### config.mk
export PLATFORM = sky130hd
export DESIGN_NAME = stack_rel_mover
export DESIGN_NICKNAME = d
export VERILOG_FILES = /design/src/rtl/stack_rel_pkg.sv /design/src/rtl/stack_rel_addr_match.sv /design/src/rtl/stack_rel_ptr.sv /design/src/rtl/stack_rel_mover.sv
export SDC_FILE = /design/constraint.sdc
export NUM_CORES = 1
export LEC_CHECK = 0
export ABC_AREA = 1
export CORE_UTILIZATION = 50
export CTS_CLUSTER_DIAMETER = 200
export CTS_CLUSTER_SIZE = 16
export DETAILED_ROUTE_END_ITERATION = 6
export PLACE_DENSITY = 0.94
export SYNTH_ARGS = -nofsm -noshare
export SYNTH_HDL_FRONTEND = slang
export SYNTH_SLANG_ARGS = --single-unit
### constraint.sdc
create_clock -name clk -period 5.7 [get_ports clk]
set_input_delay 1.425 -clock clk [delete_from_list [all_inputs] [get_ports clk]]
set_output_delay 1.425 -clock clk [all_outputs]
set_load 0.02 [all_outputs]
### src/rtl/stack_rel_pkg.sv
package stack_rel_pkg;
  localparam int ADDR_W = 12;
  localparam int DATA_W = 8;
  localparam int WORD_W = 16;
  localparam int OFF_W  = 7;

  localparam logic [7:0] PUSH_OPC  = 8'hFA;
  localparam logic [8:0] MOVE1_OPC = 9'b1_1101_0111;

  localparam int DEF_N_IND = 15;
  localparam logic [DEF_N_IND*ADDR_W-1:0] DEF_IND_LIST = {
    12'hFDB, 12'hFDC, 12'hFDD, 12'hFDE, 12'hFDF,
    12'hFE3, 12'hFE4, 12'hFE5, 12'hFE6, 12'hFE7,
    12'hFEB, 12'hFEC, 12'hFED, 12'hFEE, 12'hFEF};

  localparam int DEF_N_PROT = 4;
  localparam logic [DEF_N_PROT*ADDR_W-1:0] DEF_PROT_LIST = {
    12'hFF9, 12'hFFD, 12'hFFE, 12'hFFF};

  typedef enum logic [1:0] {
    ST_IDLE  = 2'd0,
    ST_FETCH = 2'd1,
    ST_DEST  = 2'd2
  } seq_state_t;
endpackage

### src/rtl/stack_rel_addr_match.sv
module stack_rel_addr_match #(
  parameter int AW = 12,
  parameter int N  = 4,
  parameter logic [N*AW-1:0] LIST = '0
) (
  input  logic [AW-1:0] addr,
  output logic          hit
);
  logic [N-1:0] hits;

  for (genvar i = 0; i < N; i++) begin : g_cmp
    assign hits[i] = (addr == LIST[i*AW +: AW]);
  end

  assign hit = |hits;
endmodule

### src/rtl/stack_rel_ptr.sv
module stack_rel_ptr #(
  parameter int AW = 12
) (
  input  logic          clk,
  input  logic          rst_n,
  input  logic          dec_en,
  output logic [AW-1:0] ptr
);
  localparam int HI_W = AW - 8;

  logic [7:0]      lo_q;
  logic [HI_W-1:0] hi_q;
  logic            borrow;

  assign borrow = (lo_q == 8'h00);

  always_ff @(posedge clk) begin
    if (!rst_n) begin
      lo_q <= '0;
      hi_q <= '0;
    end else if (dec_en) begin
      lo_q <= lo_q - 8'd1;
      if (borrow) hi_q <= hi_q - {{(HI_W-1){1'b0}}, 1'b1};
    end
  end

  assign ptr = {hi_q, lo_q};

  assert_ptr_decrements_R2: assert property (@(posedge clk) disable iff (!rst_n)
    dec_en |=> ptr == $past(ptr) - {{(AW-1){1'b0}}, 1'b1});

  assert_ptr_holds_R4: assert property (@(posedge clk) disable iff (!rst_n)
    !dec_en |=> $stable(ptr));
endmodule

### src/rtl/stack_rel_mover.sv
module stack_rel_mover
  import stack_rel_pkg::*;
#(
  parameter int N_IND  = DEF_N_IND,
  parameter logic [N_IND*ADDR_W-1:0] IND_LIST = DEF_IND_LIST,
  parameter int N_PROT = DEF_N_PROT,
  parameter logic [N_PROT*ADDR_W-1:0] PROT_LIST = DEF_PROT_LIST
) (
  input  logic              clk,
  input  logic              rst_n,
  input  logic              in_valid,
  output logic              in_ready,
  input  logic [WORD_W-1:0] in_word,
  output logic [ADDR_W-1:0] mem_addr,
  output logic              mem_rd_en,
  output logic              mem_wr_en,
  output logic [DATA_W-1:0] mem_wdata,
  input  logic [DATA_W-1:0] mem_rdata,
  output logic [ADDR_W-1:0] frame_ptr,
  output logic              done
);
  seq_state_t        state_q;
  logic [DATA_W-1:0] src_byte_q;
  logic              src_ind_q;
  logic              done_q;

  logic              accept, is_push, is_move1;
  logic              push_fire, move1_fire, dest_fire, nop_fire;
  logic              ind_hit, prot_hit;
  logic [ADDR_W-1:0] off_addr;

  assign in_ready = (state_q != ST_FETCH);
  assign accept   = in_valid && in_ready;
  assign is_push  = (in_word[WORD_W-1 -: 8] == PUSH_OPC);
  assign is_move1 = (in_word[WORD_W-1 -: 9] == MOVE1_OPC);

  assign push_fire  = accept && (state_q == ST_IDLE) && is_push;
  assign move1_fire = accept && (state_q == ST_IDLE) && is_move1;
  assign nop_fire   = accept && (state_q == ST_IDLE) && !is_push && !is_move1;
  assign dest_fire  = accept && (state_q == ST_DEST);

  // One adder serves both offsets: source in idle, destination in the dest state.
  assign off_addr = frame_ptr + {{(ADDR_W-OFF_W){1'b0}}, in_word[OFF_W-1:0]};

  stack_rel_addr_match #(.AW(ADDR_W), .N(N_IND), .LIST(IND_LIST)) u_ind_match (
    .addr (off_addr),
    .hit  (ind_hit)
  );

  stack_rel_addr_match #(.AW(ADDR_W), .N(N_PROT), .LIST(PROT_LIST)) u_prot_match (
    .addr (off_addr),
    .hit  (prot_hit)
  );

  stack_rel_ptr #(.AW(ADDR_W)) u_ptr (
    .clk    (clk),
    .rst_n  (rst_n),
    .dec_en (push_fire),
    .ptr    (frame_ptr)
  );

  assign mem_rd_en = move1_fire;
  assign mem_wr_en = push_fire || (dest_fire && !ind_hit && !prot_hit);
  assign mem_addr  = push_fire ? frame_ptr : off_addr;
  assign mem_wdata = push_fire ? in_word[DATA_W-1:0] : src_byte_q;
  assign done      = done_q;

  always_ff @(posedge clk) begin
    if (!rst_n) begin
      state_q    <= ST_IDLE;
      src_byte_q <= '0;
      src_ind_q  <= 1'b0;
      done_q     <= 1'b0;
    end else begin
      done_q <= push_fire || dest_fire || nop_fire;
      unique case (state_q)
        ST_IDLE: if (move1_fire) begin
          state_q   <= ST_FETCH;
          src_ind_q <= ind_hit;
        end
        ST_FETCH: begin
          src_byte_q <= src_ind_q ? '0 : mem_rdata;
          state_q    <= ST_DEST;
        end
        ST_DEST: if (dest_fire) state_q <= ST_IDLE;
        default: state_q <= ST_IDLE;
      endcase
    end
  end

  assert_stall_after_read_R3: assert property (@(posedge clk) disable iff (!rst_n)
    mem_rd_en |=> !in_ready);

  assert_ready_returns_R3: assert property (@(posedge clk) disable iff (!rst_n)
    !in_ready |=> in_ready);

  assert_single_access_R8: assert property (@(posedge clk) disable iff (!rst_n)
    !(mem_rd_en && mem_wr_en));

  assert_done_after_write_R9: assert property (@(posedge clk) disable iff (!rst_n)
    mem_wr_en |=> done);

  assert_no_done_after_read_R9: assert property (@(posedge clk) disable iff (!rst_n)
    mem_rd_en |=> !done);
endmodule

Word-level counts from Yosys, hierarchy flattened
Index checks and enable logic that the tools add are counted.

Output and inout port bits: 36. Logic and storage cells: 64. Flip-flop bits (word level): 24.

Reduce and logical (&&, ||, !) cells: 23. $add $sub $neg: 3. Eq/ne operators: 26. Mux-type cells: 6.

Operators by type and width (number): 12-bit equality test, second input constant (19); 8-bit two-way mux (2); 15-bit OR reduction (1); 12-bit by 7-bit adder with 12-bit output (1); 12-bit two-way mux (1); 9-bit equality test, second input constant (1); 1-bit logical AND (9); 8-bit equality test, second input constant (1); 8-bit zero test (1); 8-bit by 1-bit subtractor with 8-bit output, second input constant (1); 2-bit case mux with 3 select lines (1); 2-bit AND reduction (3); 1-bit zero test (4); 2-bit two-way mux (2); 2-bit != test, second input constant (2); 4-bit OR reduction (1); 4-bit by 1-bit subtractor with 4-bit output, second input constant (1); 1-bit logical OR (3); 2-bit by 1-bit equality test with 1-bit output, second input constant (1); 2-bit equality test, second input constant (1); 2-bit zero test (1); 2-bit by 1-bit != test with 1-bit output, second input constant (1).

Depth between registers and ports, before layout
Gate-level depths: netlist of run 1.

Depth in word-level cells: 7. Mapped depth: 14. Mapped depth without buffers: 14.

Cells and area by module
A second synthesis of run 1 with hierarchy kept.

Cells, all modules: 344. Area total of the unflattened synthesis: 2015.7 µm².

By module, submodules not included: stack_rel_mover (cells each 228, sequential area each 240.2 µm², times used 1, area an instance 1278.7 µm²); stack_rel_ptr (cells each 85, sequential area each 240.2 µm², times used 1, area an instance 619.3 µm²); stack_rel_addr_match at u_prot_match (cells each 16, sequential area each 0.0 µm², times used 1, area an instance 61.3 µm²); stack_rel_addr_match at u_ind_match (cells each 15, sequential area each 0.0 µm², times used 1, area an instance 56.3 µm²).

Worst setup path after synthesis of run 1
Ideal clock, no wire load.

Path kind: input to output. Start point: input in_word[0]. End point: output mem_addr[6]. Cell stages on the path: 9. Buffers on the path: 0. Data arrival time: 2.971 ns. Path slack: 1.304 ns. Cell sequence: ha_1 -> fa_1 -> nand2_1 -> nand2_1 -> nand3_1 -> nand2_1 -> nand2_1 -> nand2_1 -> o21ai_0.

Cells in the longest elaborated chain, start to end: 2.

Ends and longest elaborated chain: from (decl) (line stack_rel_mover.sv:13) `input logic [WORD_W-1:0] in_word,`; 12-bit by 7-bit adder with 12-bit output (line stack_rel_mover.sv:43) `assign off_addr = frame_ptr + {{(ADDR_W-OFF_W){1'b0}}, in_word[OFF_W-1:0]};`; 12-bit two-way mux (line stack_rel_mover.sv:64) `assign mem_addr = push_fire ? frame_ptr : off_addr;`; to (decl) (line stack_rel_mover.sv:14) `output logic [ADDR_W-1:0] mem_addr,`.

No other way between the ends.

Worst setup path in the final report of run 1
Start point: input in_word[0]. End point: output mem_wr_en.

Cells in the longest elaborated chain, start to end: 7. Elaborated cells on any way between the ends: 27.

Ends and longest elaborated chain: 12-bit by 7-bit adder with 12-bit output * (line stack_rel_mover.sv:43); 12-bit equality test (line stack_rel_addr_match.sv:12) `assign hits[i] = (addr == LIST[i*AW +: AW]);`; 15-bit OR reduction (line stack_rel_addr_match.sv:15) `assign hit = |hits;`; 1-bit zero test (line stack_rel_mover.sv:63) `assign mem_wr_en = push_fire || (dest_fire && !ind_hit && !prot_hit);`; 1-bit logical AND (line stack_rel_mover.sv:63); 1-bit logical AND * (line stack_rel_mover.sv:63); 1-bit logical OR * (line stack_rel_mover.sv:63); to (decl) (line stack_rel_mover.sv:16) `output logic mem_wr_en,`.

Every way passes the cells marked *; elsewhere a longest branch is shown, timed or not.

==> qor.txt, run 1 <==
CP Data Arrival Time -> 4050 ps
Peak VDD IR -> 148 uV
Fin Hold WS -> 467 ps
All-Layer GR Usage -> 26.9%
Worst-Skew Late Latency -> 260 ps
P_leak -> 1.13 nW
ratio of cells with drive above 1 in the final layout -> 10.9%
chip height -> 64.2 um
total DRC errors in the routed layout -> 0
Cells after Synth -> 306
count of final setup violators -> 0
H-Tree Depth -> 1
Power Density -> 140 mW/mm^2
post-route cell area -> 0.00266 mm^2
total CTS buffers -> 3
Tmin final -> 5480 ps
clk buf depth -> 2
Hold Path Origin -> src_byte_q[3]
PnR Total Power -> 373 uW
maxcap violations -> 0
Synth Register Bits -> 24
clock skew -> 3.05 ps
setup bufs post-CTS -> 0
initial DRC count -> 108
r2r startpoint -> u_ptr.lo_q[0]
antenna viol nets, final -> 0
Placement Rows -> 22
global-route wire length before repair -> 8740 um
Setup TNS -> 0 ps
unrepaired setup endpoints after global routing -> no
gp weighted congestion -> 0.906
Crit Reg-Reg Endpoint -> src_ind_q
clk sinks -> 24
crit end category -> output pin
dpl cell area -> 0.00259 mm^2
startpoint types -> input port
worst path bufs/invs -> 2
Peak Freq -> 183 MHz
slowest CP cell -> clkdlybuf4s50_1
Syn-to-layout area delta -> 37.9%
sequential share of the synthesized area -> 24.9%
Initial Util -> 52.4%
post-synthesis instance area -> 0.00193 mm^2
pin slew with the least headroom to its limit -> 629 ps
Max FO, Critical Path -> 3
largest net degree at the start of global routing -> 29
I/O Pins -> 63
CTS Root Cell -> clkbuf_8
CP top delay family -> buffers and inverters
CP Class -> input port to output pin
CP cell instances -> clkdlybuf4s50_1 -> ha_1 -> fa_1 -> nand2_1 -> nand2_1 -> nand3_1 -> nand3_1 -> nand2_1 -> nor2_4 -> nand2_1 -> nand2_1 -> nand2_2 -> nand3_1 -> nand2_1 -> clkdlybuf4s50_1
I/O Buffers -> 62
worst stage delay on the critical path -> 620 ps
Reg clk slew, reported paths -> 80 ps
Avg WL per Cell -> 12.7 um
die area -> 0.00412 mm^2
max_slew headroom -> 58.0%
total number of vias -> 2155
CTS tree -> yes
antenna violations before repair -> 0
share of the synthesized area in the top cell type -> 24.9%
fin crit share -> 96.1%
DPL Wire Length -> 4150 um
CP dominant cell by count -> nand2_1
hold buffers post-CTS -> 0
vias in the first global route -> 1962
hold path cells -> 2
worst-case reg-to-reg path depth -> 13
flop2flop setup slack -> 3680 ps
Core ar. -> 0.00369 mm^2
Worst Path Required -> 4280 ps
Endpoint, Worst Hold -> src_byte_q[3]
Yosys warnings -> 0
Nets -> 406
count of different cell masters after synthesis -> 33
routed vias/inst -> 5.19
min-delay worst type -> flip-flop to flip-flop
status -> finished clean
max-slew violations -> 0
Yosys top cell by area -> dfxtp_1
Net Count, Synth -> 344
Avg Cell Area, Syn -> 6.31 um^2
final hold violation count -> 0
Fillers -> 287
total wire length -> 5270 um
Die X -> 64.2 um
antenna fix cells -> 0
Synth area leaders -> dfxtp_1 (25%), nand2_1 (18%), inv_1 (6.8%), ha_1 (6.5%), a21oi_1 (6.0%)
CTS resizes -> 0
total grt overflow -> 0
First-pass DRT Iterations -> 5
-- worst register-to-register path, stage by stage (launching register included) --
cell     delay [ps]
dfxtp_1         370
ha_1            230
fa_1            400
nand2_1         120
nand2_1         100
nand3_2         110
nand2_2          70
nand2_1          60
nand2_1          40
nand2_1          80
nand2_1          90
nor2_4          100
nand2_2          80
a21oi_2         100
-- cells in the mapped netlist --
master,count
a21boi_2,1
a21oi_1,23
a21oi_2,3
buf_2,1
clkbuf_1,4
clkinv_1,1
clkinv_2,1
dfxtp_1,24
fa_1,1
ha_1,10
inv_1,35
inv_2,4
nand2_1,95
nand2_2,12
nand3_1,23
nand3_2,3
nand3_4,1
nand3b_1,2
nand4_1,4
nor2_1,15
nor2_2,6
nor2_4,4
nor3_1,1
nor3_2,1
nor3b_1,1
nor4_1,2
o21a_1,2
o21ai_0,17
o21ai_1,1
or2_0,1
or2_1,1
xnor2_1,3
xor2_1,3
-- through the flow --
| stage | setup slack, ps | std cells | utilization, % |
|---|---|---|---|
| floorplan | 1300 | 306 | - |
| global placement | 296 | 411 | 70.3 |
| detailed placement | 242 | 411 | 70.3 |
| CTS | 233 | 415 | 72.2 |
| global route | 69.0 | 415 | 72.2 |
| finish | 221 | 415 | 72.2 |
-- registers in the layout, indices dropped and copies added (netlist names) --
name,count
u_ptr.hi_q,4
src_byte_q,8
state_q,2
u_ptr.lo_q,8
src_ind_q,1
done,1
-- cells in the final DEF (no fill, tap or decap), types with 2 or more instances in the layout --
master | Yosys | layout
nor2_1 | 15 | 15
dfxtp_1 | 24 | 24
clkbuf_8 | 0 | 3
nor4_1 | 2 | 2
nand2_1 | 95 | 95
nand3b_1 | 2 | 2
nor2_2 | 6 | 6
o21ai_0 | 17 | 17
inv_2 | 4 | 4
a21oi_1 | 23 | 23
nand2_2 | 12 | 12
xor2_1 | 3 | 3
nand3_2 | 3 | 3
ha_1 | 10 | 10
a21oi_2 | 3 | 3
clkdlybuf4s50_1 | 0 | 62
xnor2_1 | 3 | 3
nand4_1 | 4 | 4
nand3_1 | 23 | 23
o21a_1 | 2 | 2
inv_1 | 35 | 35
nor2_4 | 4 | 4
-- cell type report --
cell class                      count  area, um^2  share of cell area [%]
Tap cell                           48        60.1                    2.25
Inverter                           41         155                    5.82
Timing Repair Buffer               62         621                    23.3
Multi-Input combinational cell    236        1280                    47.9
Clock inverter                      1        30.0                    1.13
Sequential cell                    24         480                    18.0
Clock buffer                        3        41.3                    1.55
-- logic make-up after synthesis --
family                     Yosys count  synth area share, %
adders and majority gates           11                 7.51
DFF                                 24                 24.9
AOI/OAI and AO/OA                   47                 13.3
xor gates and xnor gates             6                 2.72
buffers and inverters               46                 9.07
and+or+nand+nor                    172                 42.5
-- routing by layer --
metal / GRT usage, % / vias up / wire [um]
met5: 0 / - / 0
met4: 9.17 / 0 / 78
met3: 3.57 / 10 / 328
met2: 47.1 / 72 / 2600
met1: 33.8 / 970 / 2260
li1: - / 1103 / -
-- worst max-delay path by stage --
stage               start           to  slack (ps)  depth (start not counted)
4_1_cts        in_word[0]    mem_wr_en         230                         15
3_3_place_gp   in_word[0]    mem_wr_en         300                         16
6_report       in_word[0]    mem_wr_en         220                         15
3_5_place_dp   in_word[0]    mem_wr_en         240                         15
2_1_floorplan  in_word[0]  mem_addr[6]        1300                          9
5_1_grt        in_word[0]    mem_wr_en          70                         16
-- power by group --
group | internal (mW) | switching (mW) | leakage, nW
clock | 0.0938 | 0.0528 | 0.0357
combinational | 0.0296 | 0.0281 | 0.898
sequential | 0.168 | 0.000429 | 0.194
total | 0.291 | 0.0813 | 1.13
Note: power is estimated with default switching activity, not from simulation.
==> inputs of run 2 (changes only) <==
--- a/config.mk
+++ b/config.mk
@@ -11,6 +11,7 @@
 export CTS_CLUSTER_SIZE = 16
 export DETAILED_ROUTE_END_ITERATION = 6
 export PLACE_DENSITY = 0.94
+export SETUP_SLACK_MARGIN = 0.15
 export SYNTH_ARGS = -nofsm -noshare
 export SYNTH_HDL_FRONTEND = slang
 export SYNTH_SLANG_ARGS = --single-unit
==> run 2 against run 1 <==
  * First-iteration DRC count is 17% lower
  * Highest routed layer unchanged
  * Register-to-register slack worse by 20 ps
  * Critical endpoint is now mem_addr[10]
  * Critical path depth is 2 lower
  * Combinational power hardly changed
  * Clock power hardly changed
  * Clock skew is 5.0 ps higher
  * Count of clock-buffer cells in the layout stayed put
  * Global-route usage stayed put
  * Utilization is 0.068 points higher
==> qor.txt, run 2 (synthesis results as in run 1) <==
largest net degree at the start of global routing -> 29
sw frac -> 22.3%
clk buf depth -> 2
internal power -> 292 uW
crit end category -> output pin
most common cell after layout, fill and taps aside -> nand2_1
pin slew with the least headroom to its limit -> 622 ps
status -> finished clean
unrepaired setup endpoints after global routing -> no
Die X -> 64.2 um
post-route cell area -> 0.00267 mm^2
Worst Path Required -> 4280 ps
Fin Hold WS -> 468 ps
CTS Root Cell -> clkbuf_8
fin crit share -> 93.4%
Nets -> 406
total wire length -> 5330 um
startpoint types -> input port
antenna fix cells -> 0
gp weighted congestion -> 0.906
All-Layer GR Usage -> 26.9%
ratio of cells with drive above 1 in the final layout -> 10.9%
total CTS buffers -> 3
min-delay worst type -> flip-flop to flip-flop
setup bufs post-CTS -> 0
Core ar. -> 0.00369 mm^2
max-slew violations -> 0
clock skew -> 8.04 ps
combinational power share -> 15.4%
Peak VDD IR -> 152 uV
Placement Rows -> 22
most frequent cells in the layout -> nand2_1 (95), clkdlybuf4s50_1 (61), inv_1 (35)
Flop pwr share -> 44.9%
Worst-Skew Late Latency -> 270 ps
dpl cell area -> 0.00259 mm^2
max_slew headroom -> 58.5%
chip height -> 64.2 um
CTS tree -> yes
vias in the first global route -> 1962
clk sinks -> 24
die area -> 0.00412 mm^2
I/O Pins -> 63
Syn-to-layout area delta -> 38.0%
maxcap violations -> 0
Power Density -> 141 mW/mm^2
CP Data Arrival Time -> 3900 ps
switching pwr -> 83.6 uW
initial DRC count -> 90
Avg WL per Cell -> 12.8 um
I/O Buffers -> 62
FF+latch area -> 480 um^2
global-route wire length before repair -> 8740 um
count of final setup violators -> 0
Fillers -> 287
total grt overflow -> 0
routed vias/inst -> 5.21
total DRC errors in the routed layout -> 0
Setup TNS -> 0 ps
total number of vias -> 2161
Multi-input gate area -> 0.00128 mm^2
Tmin final -> 5320 ps
antenna violations before repair -> 0
antenna viol nets, final -> 0
DPL Wire Length -> 4150 um
H-Tree Depth -> 1
P_leak -> 1.15 nW
First-pass DRT Iterations -> 4
Clk network pwr share -> 39.7%
Max FO, Critical Path -> 3
Peak Freq -> 188 MHz
Initial Util -> 52.4%
final hold violation count -> 0
CP Class -> input port to output pin
Largest regs -> src_byte_q: 8 flops, u_ptr.lo_q: 8 flops, u_ptr.hi_q: 4 flops
Reg clk slew, reported paths -> 80 ps
CTS resizes -> 0
hold buffers post-CTS -> 0
[run 2: path summary, 6_finish.rpt]
path	slack [ps]	endpoint	from	depth (start not counted)
worst max-delay path	380	mem_addr[10]	in_word[0]	13
worst min-delay path	470	src_byte_q[3]	src_byte_q[3]	2
worst max register to register	3660	src_ind_q	u_ptr.lo_q[0]	13
worst min register to register	470	src_byte_q[3]	src_byte_q[3]	2
[run 2: metrics by stage]
stage,setup WS (ps),cells,util [%],total power [mW]
2_1_floorplan,1300,306,-,0.198
5_1_grt,211,415,72.3,0.389
3_3_place_gp,296,411,70.3,0.228
4_1_cts,233,415,72.2,0.375
3_5_place_dp,242,411,70.3,0.230
6_report,378,415,72.3,0.375
[run 2: power by group through the flow]
stage / clock (mW) / sequential [mW] / combinational (mW)
after floorplan: 0 / 0.173 / 0.0251
final: 0.149 / 0.169 / 0.0576
after global routing: 0.158 / 0.169 / 0.0624
after detailed placement: 0 / 0.172 / 0.0572
after global placement: 0 / 0.172 / 0.0560
after CTS: 0.149 / 0.168 / 0.0576
[run 2: layout make-up]
type | count | area share, %
clock buffers | 3 | 1.55
clock inverters | 1 | 1.13
inverters | 41 | 5.82
multi-input cells | 236 | 47.9
flip-flops and latches | 24 | 18.0
well taps | 48 | 2.25
repair buffers | 62 | 23.4
[run 2: worst max-delay path, cell delays in order]
cell	delay, ps
clkdlybuf4s50_1	430
ha_1	240
fa_1	400
nand2_1	120
nand2_1	100
nand3_2	110
nand2_2	70
nand2_1	60
nand2_1	60
nand2_1	90
nand2_1	60
o21ai_0	100
clkdlybuf4s50_1	640
[run 2: layer usage]
metal / part of all wire, % / global-route usage [%]
met5: 0 / 0
met3: 6.6 / 3.57
met4: 1.7 / 9.17
met2: 48 / 47.1
met1: 43 / 33.8
